[config.mk]
export PLATFORM = sky130hd
export DESIGN_NAME = mdio_slave
export DESIGN_NICKNAME = d
export VERILOG_FILES = /design/src/rtl/mdio_pkg.sv /design/src/rtl/mdio_preamble.sv /design/src/rtl/mdio_frame_rx.sv /design/src/rtl/mdio_read_tx.sv /design/src/rtl/mdio_slave.sv
export SDC_FILE = /design/constraint.sdc
export NUM_CORES = 1
export LEC_CHECK = 0
export BUFFER_PORTS_ARGS = -buffer_cell sky130_fd_sc_hd__buf_2
export CORE_UTILIZATION = 45
export CTS_CLUSTER_SIZE = 12
export DETAILED_ROUTE_END_ITERATION = 6
export MAX_ROUTING_LAYER = met4
export PLACE_DENSITY = 0.66
export SETUP_SLACK_MARGIN = 0.4
export SLEW_MARGIN = 40
export SYNTH_ARGS = -nofsm -noshare
export SYNTH_HDL_FRONTEND = slang
export SYNTH_HIERARCHICAL = 1
export SYNTH_SLANG_ARGS = --single-unit
[constraint.sdc]
create_clock -name clk -period 1.8 [get_ports clk]
set_input_delay 0.09 -clock clk [delete_from_list [all_inputs] [get_ports clk]]
set_output_delay 0.09 -clock clk [all_outputs]
set_load 0.02 [all_outputs]
[src/rtl/mdio_pkg.sv]
package mdio_pkg;
    localparam int PORT_W  = 5;
    localparam int FIELD_W = 5;
    localparam int OP_W    = 2;
    localparam int DATA_W  = 16;

    typedef enum logic [2:0] {
        S_HUNT, S_ST2, S_OP, S_PORT, S_ADDR, S_TA, S_DATA
    } rx_state_e;

    typedef struct packed {
        logic                ext;
        logic [OP_W-1:0]     op;
        logic [FIELD_W-1:0]  addr;
        logic [DATA_W-1:0]   data;
    } mgmt_txn_t;

    function automatic logic op_is_read(input logic ext, input logic [OP_W-1:0] op);
        return ext ? op[1] : (op == 2'b10);
    endfunction

    function automatic logic op_is_legal(input logic ext, input logic [OP_W-1:0] op);
        return ext || (op == 2'b10) || (op == 2'b01);
    endfunction
endpackage

[src/rtl/mdio_preamble.sv]
module mdio_preamble #(
    parameter int PRE_MIN = 32
) (
    input  logic clk,
    input  logic rst,
    input  logic hunt,
    input  logic bit_in,
    output logic pre_ok
);
    localparam int CW = $clog2(PRE_MIN + 1);
    logic [CW-1:0] ones;

    always_ff @(posedge clk) begin
        if (rst || !hunt || !bit_in)
            ones <= '0;
        else if (ones != CW'(PRE_MIN))
            ones <= ones + 1'b1;
    end

    assign pre_ok = (ones == CW'(PRE_MIN));

    assert_ones_bound_R1: assert property (@(posedge clk) disable iff (rst)
        ones <= CW'(PRE_MIN));
endmodule

[src/rtl/mdio_frame_rx.sv]
module mdio_frame_rx
    import mdio_pkg::*;
(
    input  logic              clk,
    input  logic              rst,
    input  logic              bit_in,
    input  logic              pre_ok,
    input  logic [PORT_W-1:0] port_id,
    output logic              hunt,
    output logic              txn_valid,
    output logic              rd_start,
    output mgmt_txn_t         txn
);
    localparam int CNT_W = $clog2(DATA_W);
    localparam logic [CNT_W-1:0] LAST_OP   = CNT_W'(OP_W - 1);
    localparam logic [CNT_W-1:0] LAST_PORT = CNT_W'(PORT_W - 1);
    localparam logic [CNT_W-1:0] LAST_FLD  = CNT_W'(FIELD_W - 1);
    localparam logic [CNT_W-1:0] LAST_TA   = CNT_W'(1);
    localparam logic [CNT_W-1:0] LAST_DAT  = CNT_W'(DATA_W - 1);

    rx_state_e            state;
    logic [CNT_W-1:0]     cnt;
    logic                 ext;
    logic [OP_W-1:0]      op;
    logic [PORT_W-1:0]    port_sh;
    logic [FIELD_W-1:0]   addr_sh;
    logic [DATA_W-1:0]    data_sh;
    logic                 active;
    logic                 reading;

    always_ff @(posedge clk) begin
        if (rst) begin
            state     <= S_HUNT;
            cnt       <= '0;
            ext       <= 1'b0;
            op        <= '0;
            port_sh   <= '0;
            addr_sh   <= '0;
            data_sh   <= '0;
            active    <= 1'b0;
            reading   <= 1'b0;
            txn_valid <= 1'b0;
            rd_start  <= 1'b0;
        end else begin
            txn_valid <= 1'b0;
            rd_start  <= 1'b0;
            case (state)
                S_HUNT: if (!bit_in && pre_ok) state <= S_ST2;
                S_ST2: begin
                    ext     <= !bit_in;
                    data_sh <= '0;
                    cnt     <= '0;
                    state   <= S_OP;
                end
                S_OP: begin
                    op <= {op[0], bit_in};
                    if (cnt == LAST_OP) begin
                        cnt   <= '0;
                        state <= op_is_legal(ext, {op[0], bit_in}) ? S_PORT : S_HUNT;
                    end else cnt <= cnt + 1'b1;
                end
                S_PORT: begin
                    port_sh <= {port_sh[PORT_W-2:0], bit_in};
                    if (cnt == LAST_PORT) begin
                        cnt   <= '0;
                        state <= S_ADDR;
                    end else cnt <= cnt + 1'b1;
                end
                S_ADDR: begin
                    addr_sh <= {addr_sh[FIELD_W-2:0], bit_in};
                    if (cnt == LAST_FLD) begin
                        cnt     <= '0;
                        state   <= S_TA;
                        active  <= (port_sh == port_id);
                        reading <= op_is_read(ext, op);
                        if (port_sh == port_id && op_is_read(ext, op)) begin
                            txn_valid <= 1'b1;
                            rd_start  <= 1'b1;
                        end
                    end else cnt <= cnt + 1'b1;
                end
                S_TA: begin
                    if (cnt == LAST_TA) begin
                        cnt   <= '0;
                        state <= S_DATA;
                    end else cnt <= cnt + 1'b1;
                end
                S_DATA: begin
                    data_sh <= {data_sh[DATA_W-2:0], bit_in};
                    if (cnt == LAST_DAT) begin
                        cnt   <= '0;
                        state <= S_HUNT;
                        if (active && !reading) txn_valid <= 1'b1;
                    end else cnt <= cnt + 1'b1;
                end
                default: state <= S_HUNT;
            endcase
        end
    end

    assign hunt = (state == S_HUNT);
    assign txn  = '{ext: ext, op: op, addr: addr_sh, data: data_sh};

    assert_start_after_preamble_R1: assert property (@(posedge clk) disable iff (rst)
        (state == S_ST2) |-> $past(pre_ok));
    assert_legal_short_op_R4: assert property (@(posedge clk) disable iff (rst)
        (state == S_PORT && !ext) |-> (op == 2'b10 || op == 2'b01));
    assert_single_strobe_R10: assert property (@(posedge clk) disable iff (rst)
        txn_valid |=> !txn_valid);
    assert_read_strobe_R7: assert property (@(posedge clk) disable iff (rst)
        rd_start |-> (txn_valid && op_is_read(ext, op) && state == S_TA));
endmodule

[src/rtl/mdio_read_tx.sv]
module mdio_read_tx
    import mdio_pkg::*;
(
    input  logic              clk,
    input  logic              rst,
    input  logic              rd_start,
    input  logic [DATA_W-1:0] rd_data,
    output logic              mdio_o,
    output logic              mdio_oe
);
    localparam int CW = $clog2(DATA_W + 1);

    logic [DATA_W-1:0] shreg;
    logic [CW-1:0]     left;

    always_ff @(posedge clk) begin
        if (rst) begin
            shreg   <= '0;
            left    <= '0;
            mdio_o  <= 1'b0;
            mdio_oe <= 1'b0;
        end else if (rd_start) begin
            shreg   <= rd_data;
            left    <= CW'(DATA_W);
            mdio_o  <= 1'b0;
            mdio_oe <= 1'b1;
        end else if (mdio_oe) begin
            if (left == '0) begin
                mdio_oe <= 1'b0;
                mdio_o  <= 1'b0;
            end else begin
                mdio_o <= shreg[DATA_W-1];
                shreg  <= {shreg[DATA_W-2:0], 1'b0};
                left   <= left - 1'b1;
            end
        end
    end

    assert_oe_from_read_R8: assert property (@(posedge clk) disable iff (rst)
        $rose(mdio_oe) |-> $past(rd_start));
    assert_ta_low_R8: assert property (@(posedge clk) disable iff (rst)
        $rose(mdio_oe) |-> !mdio_o);
    assert_oe_ends_R8: assert property (@(posedge clk) disable iff (rst)
        (mdio_oe && left == '0 && !rd_start) |=> !mdio_oe);
    assert_quiet_R9: assert property (@(posedge clk) disable iff (rst)
        !mdio_oe |-> !mdio_o);
endmodule

[src/rtl/mdio_slave.sv]
module mdio_slave #(
    parameter int PRE_MIN = 32
) (
    input  logic        clk,
    input  logic        rst,
    input  logic        mdio_i,
    input  logic [4:0]  port_id,
    input  logic [15:0] rd_data,
    output logic        mdio_o,
    output logic        mdio_oe,
    output logic        txn_valid,
    output logic        txn_ext,
    output logic [1:0]  txn_op,
    output logic [4:0]  txn_addr,
    output logic [15:0] txn_wdata
);
    import mdio_pkg::*;

    logic      hunt;
    logic      pre_ok;
    logic      rd_start;
    mgmt_txn_t txn;

    mdio_preamble #(.PRE_MIN(PRE_MIN)) u_pre (
        .clk(clk), .rst(rst), .hunt(hunt), .bit_in(mdio_i), .pre_ok(pre_ok)
    );

    mdio_frame_rx u_rx (
        .clk(clk), .rst(rst), .bit_in(mdio_i), .pre_ok(pre_ok), .port_id(port_id),
        .hunt(hunt), .txn_valid(txn_valid), .rd_start(rd_start), .txn(txn)
    );

    mdio_read_tx u_tx (
        .clk(clk), .rst(rst), .rd_start(rd_start), .rd_data(rd_data),
        .mdio_o(mdio_o), .mdio_oe(mdio_oe)
    );

    assign txn_ext   = txn.ext;
    assign txn_op    = txn.op;
    assign txn_addr  = txn.addr;
    assign txn_wdata = txn.data;

    assert_reset_quiet_R11: assert property (@(posedge clk)
        $past(rst) |-> (!txn_valid && !mdio_oe && !mdio_o));
endmodule

==> results of run 1 <==
## state kept, by name, summed over array words and instances (netlist names)
| register | count |
|---|---|
| u_rx/rd_start | 1 |
| u_rx/txn_valid | 1 |
| u_rx/state | 3 |
| u_rx/data_sh | 16 |
| u_tx/left | 5 |
| u_tx/mdio_oe | 1 |
| u_rx/op | 2 |
| u_rx/active | 1 |
| u_tx/shreg | 16 |
| u_rx/addr_sh | 5 |
| u_pre/ones | 6 |
| u_rx/port_sh | 5 |
| u_rx/cnt | 4 |
| u_rx/reading | 1 |
| u_rx/ext | 1 |
| u_tx/mdio_o | 1 |
## area by class of cell
cell class	instances	area, um2	share of cell area [%]
clock buffers	9	124	2.60
repair buffers	122	887	18.6
well taps	96	120	2.52
inverters	24	98.8	2.07
multi-input cells	241	2060	43.3
flip-flops and latches	69	1410	29.6
clock inverters	7	65.1	1.37
## power groups by stage
stage	Sequential (mW)	Combinational [mW]	Clock, mW
after floorplan	1.57	0.0463	0
after global placement	1.57	0.0884	0
after detailed placement	1.57	0.0891	0
after CTS	1.53	0.108	1.25
after global routing	1.52	0.152	1.34
final	1.52	0.138	1.25
## synth_stat cells (2+ instances only)
| library cell | n |
|---|---|
| buf_2 | 4 |
| nand3_1 | 6 |
| a221oi_1 | 15 |
| buf_4 | 5 |
| o32ai_1 | 2 |
| a21oi_1 | 14 |
| clkbuf_1 | 15 |
| and3b_1 | 2 |
| nand4b_1 | 2 |
| xor2_1 | 9 |
| o21bai_1 | 2 |
| nand2_1 | 13 |
| o21ai_1 | 2 |
| nor2b_1 | 2 |
| nand3b_1 | 3 |
| nor4bb_1 | 2 |
| o21ai_0 | 22 |
| nor4b_2 | 3 |
| a21o_1 | 3 |
| ha_1 | 6 |
| buf_6 | 4 |
| dfxtp_1 | 69 |
| nand4_1 | 2 |
| nor2_1 | 42 |
| nor3_1 | 7 |
| inv_1 | 24 |
| nand2b_1 | 7 |
| a31oi_1 | 16 |
| a22oi_1 | 16 |
| nor3_2 | 2 |
| and2_1 | 2 |
| mux2i_1 | 14 |
## final timing paths
| path | startpoint | end | slack, ps |
|---|---|---|---|
| worst max-delay path | u_tx/left[0] | u_tx/shreg[0] | 140 |
| worst min-delay path | rd_data[5] | u_tx/shreg[5] | 20 |
| worst max register to register | u_tx/left[0] | u_tx/shreg[0] | 140 |
| worst min register to register | u_tx/shreg[11] | u_tx/shreg[11] | 480 |
## metal layers
metal,global-route usage [%],up-vias
met5,-,-
met4,12.1,0
met3,5.21,22
met2,35.8,119
met1,26.4,1519
li1,-,1509
## what timing repair did
item | 4_1_cts | 5_1_grt
pin swaps | 18 | 31
cloned | 5 | 1
setup endpoints to repair | 61 | 53
gates resized for setup | 42 | 73
buffers inserted | 12 | 26
hold endpoints to repair | 8 | 6
hold buffers | 8 | 6
## logic make-up after synthesis
group	Yosys count	synth area share [%]
adder cells (fa/ha/maj)	6	2.31
flip-flops	69	42.5
AND/OR/NAND/NOR	108	19.7
XOR/XNOR	10	2.70
multiplexers	15	4.66
buffers and inverters	53	7.78
AO/OA/AOI/OAI	99	20.4
## tightest hold or removal path: stages
cell and delay (ps):
buf_2 100, inv_1 70, a221oi_2 70
==> metrics.txt, run 1 <==
CTS Buf Count=9; CTS H-Tree Depth=3; Seq pwr share=52.3%; most frequent cells in the layout=57 x dfxtp_1, 51 x buf_2, 47 x buf_4; Worst-Skew Late Latency=360 ps; hold crit path type=in -> reg; initial antenna violation count=0; Levels on crit path=9; Final Max Tran Viols=0; min Tclk post-route=around 1700 ps; Setup CP Type=reg -> reg; worst slack, placed=55.6 ps; Starting DRT DRC Count=116; CP max stage cell=dfxtp_2; Via density=about 5.6; Tcrit/Tclk final=92.0%; Root Driver=clkbuf_8; Int Pwr=between 2 and 2.5 mW; syn avg cell area=~9.0 um2; Sw Pwr=0.783 mW; CTS Buffer Depth=2; global-route wire length before repair=approximately 13 mm; clock slew seen by the registers of the worst setup and hold paths=about 90 ps; Placer Congestion=between 0.8 and 0.9; Yosys top cell by area=dfxtp_1; Layout Skew=between 10 and 15 ps; LEAKAGE=a little under 2 nW; Finish-stage setup viols=0; Final Net Count=roughly 500; die area=0.00756 mm2; commonest non-fill, non-tap cell in the layout=dfxtp_1; FILL cells=around 500; worst-path cell chain=inv_2 > ha_4 > buf_6 > nor4b_4 > buf_4 > buf_12 > buf_6 > o21ai_2 > a21oi_1; Sw Share=a little over a quarter; Gate Count Post-Synth=360; most frequent CP cell=buf_6; Fin Hold WS=around 16 ps; Setup WS post-layout=approximately 140 ps; f_max=604 MHz; Comb power frac=4.8%; Antenna diodes=0; Startpoint Class=flop; Area Growth Syn to Fin=46.7%; DR vias=roughly 3200; Max Used Layer=met4; number of maximum-capacitance violations=0; Tot GR Track Use=between 20% and 30%; Clk pwr share=a little over two fifths; critical-path maximum fanout=8; status=completed; largest net degree at the start of global routing=35; worst vdd ir=450 uV; number of port buffers=50; grt ovf=0; Worst Path Required=roughly 2100 ps; Final Hold Fails=0; max incr delay on CP=340 ps; Yosys top cell area share=~43%; Die Span Y=between 80 and 90 um; WL final=9.09 mm; synthesized area=between 0.003 and 0.004 mm2; non-filler cells, final=approximately 570; Core Footprint=roughly 0.0069 mm2; Initial Util=a little under half; DP Wirelength=4.62 mm; Top FF cell, synth=dfxtp_1; flops & latches, synth=69; Final TNS setup=0 ps; Design Area, Final=about 0.0048 mm2; Total Power=2.91 mW; Final Util=a little over two thirds; Cells after DPL=roughly 490; WP buf/inv=5; met2 wire length=4.52 mm; Tightest Pin Transition=492 ps; WP data arrival=1940 ps; EDFF count, synth=0; Crit path max-delay family=buffers and inverters; Slew HR=between 60% and 70%; Boundary Pins=51; syn nets=between 300 and 400; drt wl/cell=roughly 16 um; sequential share of the synthesized area=between 40% and 50%; met3 WL=roughly 480 um; Rows=30; chip width=87.0 um; number of global-route vias before repair=2816; DRC=0; CTS Sinks=slightly below 70; CTS tree=built; RSZ-0062 raised after global routing=true; synth unique cells=55; Synth area leaders=dfxtp_1 43%, nor2_1 4.9%, mux2i_1 4.3%; Synth warnings=6; met1 WL=3.89 mm; hold path depth=3; share of cells above drive strength 1=45.8%; Reg2Reg Depth=9; PwrDens=approximately 600 mW/mm2; Setup crit end kind=flop; post-route ant nets=0; ys async rst share=0%; Cell Area, Placed=roughly 0.0036 mm2; drt pass-1 iters=5
No activity file was read; power rests on OpenSTA's default activity.
==> inputs of run 2 (changes only) <==
--- a/config.mk
+++ b/config.mk
@@ -10,7 +10,7 @@
 export CTS_CLUSTER_SIZE = 12
 export DETAILED_ROUTE_END_ITERATION = 6
 export MAX_ROUTING_LAYER = met4
-export PLACE_DENSITY = 0.66
+export PLACE_DENSITY = 0.68
 export SETUP_SLACK_MARGIN = 0.4
 export SLEW_MARGIN = 40
 export SYNTH_ARGS = -nofsm -noshare
==> constraint.sdc (replaced) <==
create_clock -name clk -period 1.4 [get_ports clk]
set_input_delay 0.07 -clock clk [delete_from_list [all_inputs] [get_ports clk]]
set_output_delay 0.07 -clock clk [all_outputs]
set_load 0.02 [all_outputs]
==> metrics.txt, run 2 (same netlist as run 1, synthesis figures left out) <==
RSZ-0062 raised after global routing=true; Crit path max-delay family=simple AND/OR/NAND/NOR gates; violated checks=setup timing; Finish-stage setup viols=36; Rows=30; DRC=0; hold crit path type=in -> reg; WL final=approximately 9.0 mm; largest net degree at the start of global routing=35; critical-path maximum fanout=4; status=finished, violations left; Initial Util=about 47%; Tot GR Track Use=about a quarter; CTS Buffer Depth=2; PwrDens=roughly 710 mW/mm2; f_max=608 MHz; Antenna diodes=0; Setup crit end kind=flop; r2r setup slk=-240 ps; Levels on crit path=7; initial antenna violation count=0; chip width=87.0 um; Tightest Pin Transition=396 ps; drt pass-1 iters=4; commonest non-fill, non-tap cell in the layout=buf_4; Area Growth Syn to Fin=52.8%; reg2reg end=u_rx/state[1]; Core Footprint=0.00687 mm2; CTS H-Tree Depth=3; number of port buffers=50; post-route ant nets=0; Starting DRT DRC Count=approximately 240; Setup CP Type=reg -> reg; Setup WS post-layout=-244 ps; clock slew seen by the registers of the worst setup and hold paths=about 70 ps; max incr delay on CP=390 ps; crit path to=u_rx/state[1]; worst-path cell chain=inv_4 > ha_4 > nor4bb_4 > nor4b_2 > nor3_2 > buf_4 > a311oi_2; Layout Skew=6.58 ps; number of maximum-capacitance violations=0; Largest regs=u_rx/data_sh x16, u_tx/shreg x16, u_pre/ones x6; Final Max Tran Viols=0; Final Net Count=507; DR vias=3122; Worst-Skew Late Latency=340 ps; Root Driver=clkbuf_8; Reg2Reg Depth=7; share of cells above drive strength 1=~51%; Tcrit/Tclk final=117%; Worst Path Required=1640 ps; grt ovf=0; drt wl/cell=roughly 16 um; min Tclk post-route=1640 ps; global-route wire length before repair=14.2 mm; Final Util=between 70% and 80%; CTS Sinks=69; Boundary Pins=51; Final TNS setup=-4640 ps; most frequent cells in the layout=54 x buf_4, 42 x dfxtp_1, 41 x buf_2; CTS tree=built; WP buf/inv=2; LEAKAGE=2.01 nW; Final Hold Fails=0; number of global-route vias before repair=between 3000 and 4000; Via density=5.40; Startpoint Class=flop; die area=~0.0076 mm2; FILL cells=around 500; worst vdd ir=approximately 660 uV; Die Span Y=~87 um; FF-to-FF Start=u_rx/cnt[0]; Slew HR=73.4%; DP Wirelength=5.26 mm; CP startpoint=u_rx/cnt[0]; CP max stage cell=dfxtp_4; worst slack, placed=-227 ps; CTS Buf Count=9; WP data arrival=around 1900 ps; Placer Congestion=0.769
[run 2: cell types whose count changed in the layout (fill, tap and decap cells not counted), sizes merged]
cell and change:
clkbuf +4, buf +13, or4b -3, clkinv +2, dlygate4sd3 -1, clkinvlp -1, inv -4
[run 2: layout make-up]
| class | instances | area, um2 | area share, % |
|---|---|---|---|
| clock buffer | 12 | 135 | 2.72 |
| multi-input combinational | 238 | 2060 | 41.6 |
| sequential | 69 | 1420 | 28.6 |
| tap | 96 | 120 | 2.42 |
| timing repair buffer | 135 | 1100 | 22.2 |
| clock inverter | 4 | 26.3 | 0.529 |
| inverter | 24 | 95.1 | 1.91 |
[run 2: metal layers]
layer	GRT usage [%]	vias up	wire [um]
met3	3.70	21	280
li1	-	1525	-
met2	40.7	74	4590
met4	9.70	0	201
met1	30.1	1502	3890
met5	-	-	0
[run 2: worst register-to-register path: cells and delay by family (launching register included)]
kind | cells | cell delay (ps)
AOI/OAI and AO/OA | 1 | 210
buffers and inverters | 2 | 220
adders and majority gates | 1 | 160
and+or+nand+nor | 3 | 570
DFF | 1 | 390
[run 2: worst min path at each step]
stage / endpoint / cells after the start / from
floorplan: u_rx/ext / 1 / mdio_i
global placement: u_tx/shreg[7] / 3 / rd_data[7]
detailed placement: u_tx/shreg[8] / 3 / rd_data[8]
CTS: u_tx/shreg[4] / 3 / rd_data[4]
global route: u_tx/shreg[4] / 3 / rd_data[4]
finish: u_tx/shreg[4] / 3 / rd_data[4]
[run 2: power by group]
part | leakage (nW) | switching, mW | total, mW | internal (mW)
logic | 1.36 | 0.0881 | 0.172 | 0.0839
clock network | 0.0803 | 0.740 | 1.38 | 0.642
registers | 0.570 | 0.00190 | 1.96 | 1.96
total | 2.01 | 0.830 | 3.51 | 2.68
[run 2: repair_timing]
item                                    CTS  global route
gates cloned                              1             0
hold buffers                             13             0
gates resized for setup                  59            57
pin swaps                                38            31
endpoints found under the hold margin    13             0
endpoints found under the setup margin   72            86
buffers inserted                          9             7
[run 2: stage by stage]
stage,std cells,power (mW),hold WS [ps],cell area [um2]
2_1_floorplan,360,2.07,166,3470
3_3_place_gp,532,2.13,333,4100
3_5_place_dp,532,2.14,338,4100
4_1_cts,571,3.52,0.326,4730
5_1_grt,578,3.61,21.3,4970
6_report,578,3.51,9.40,4970
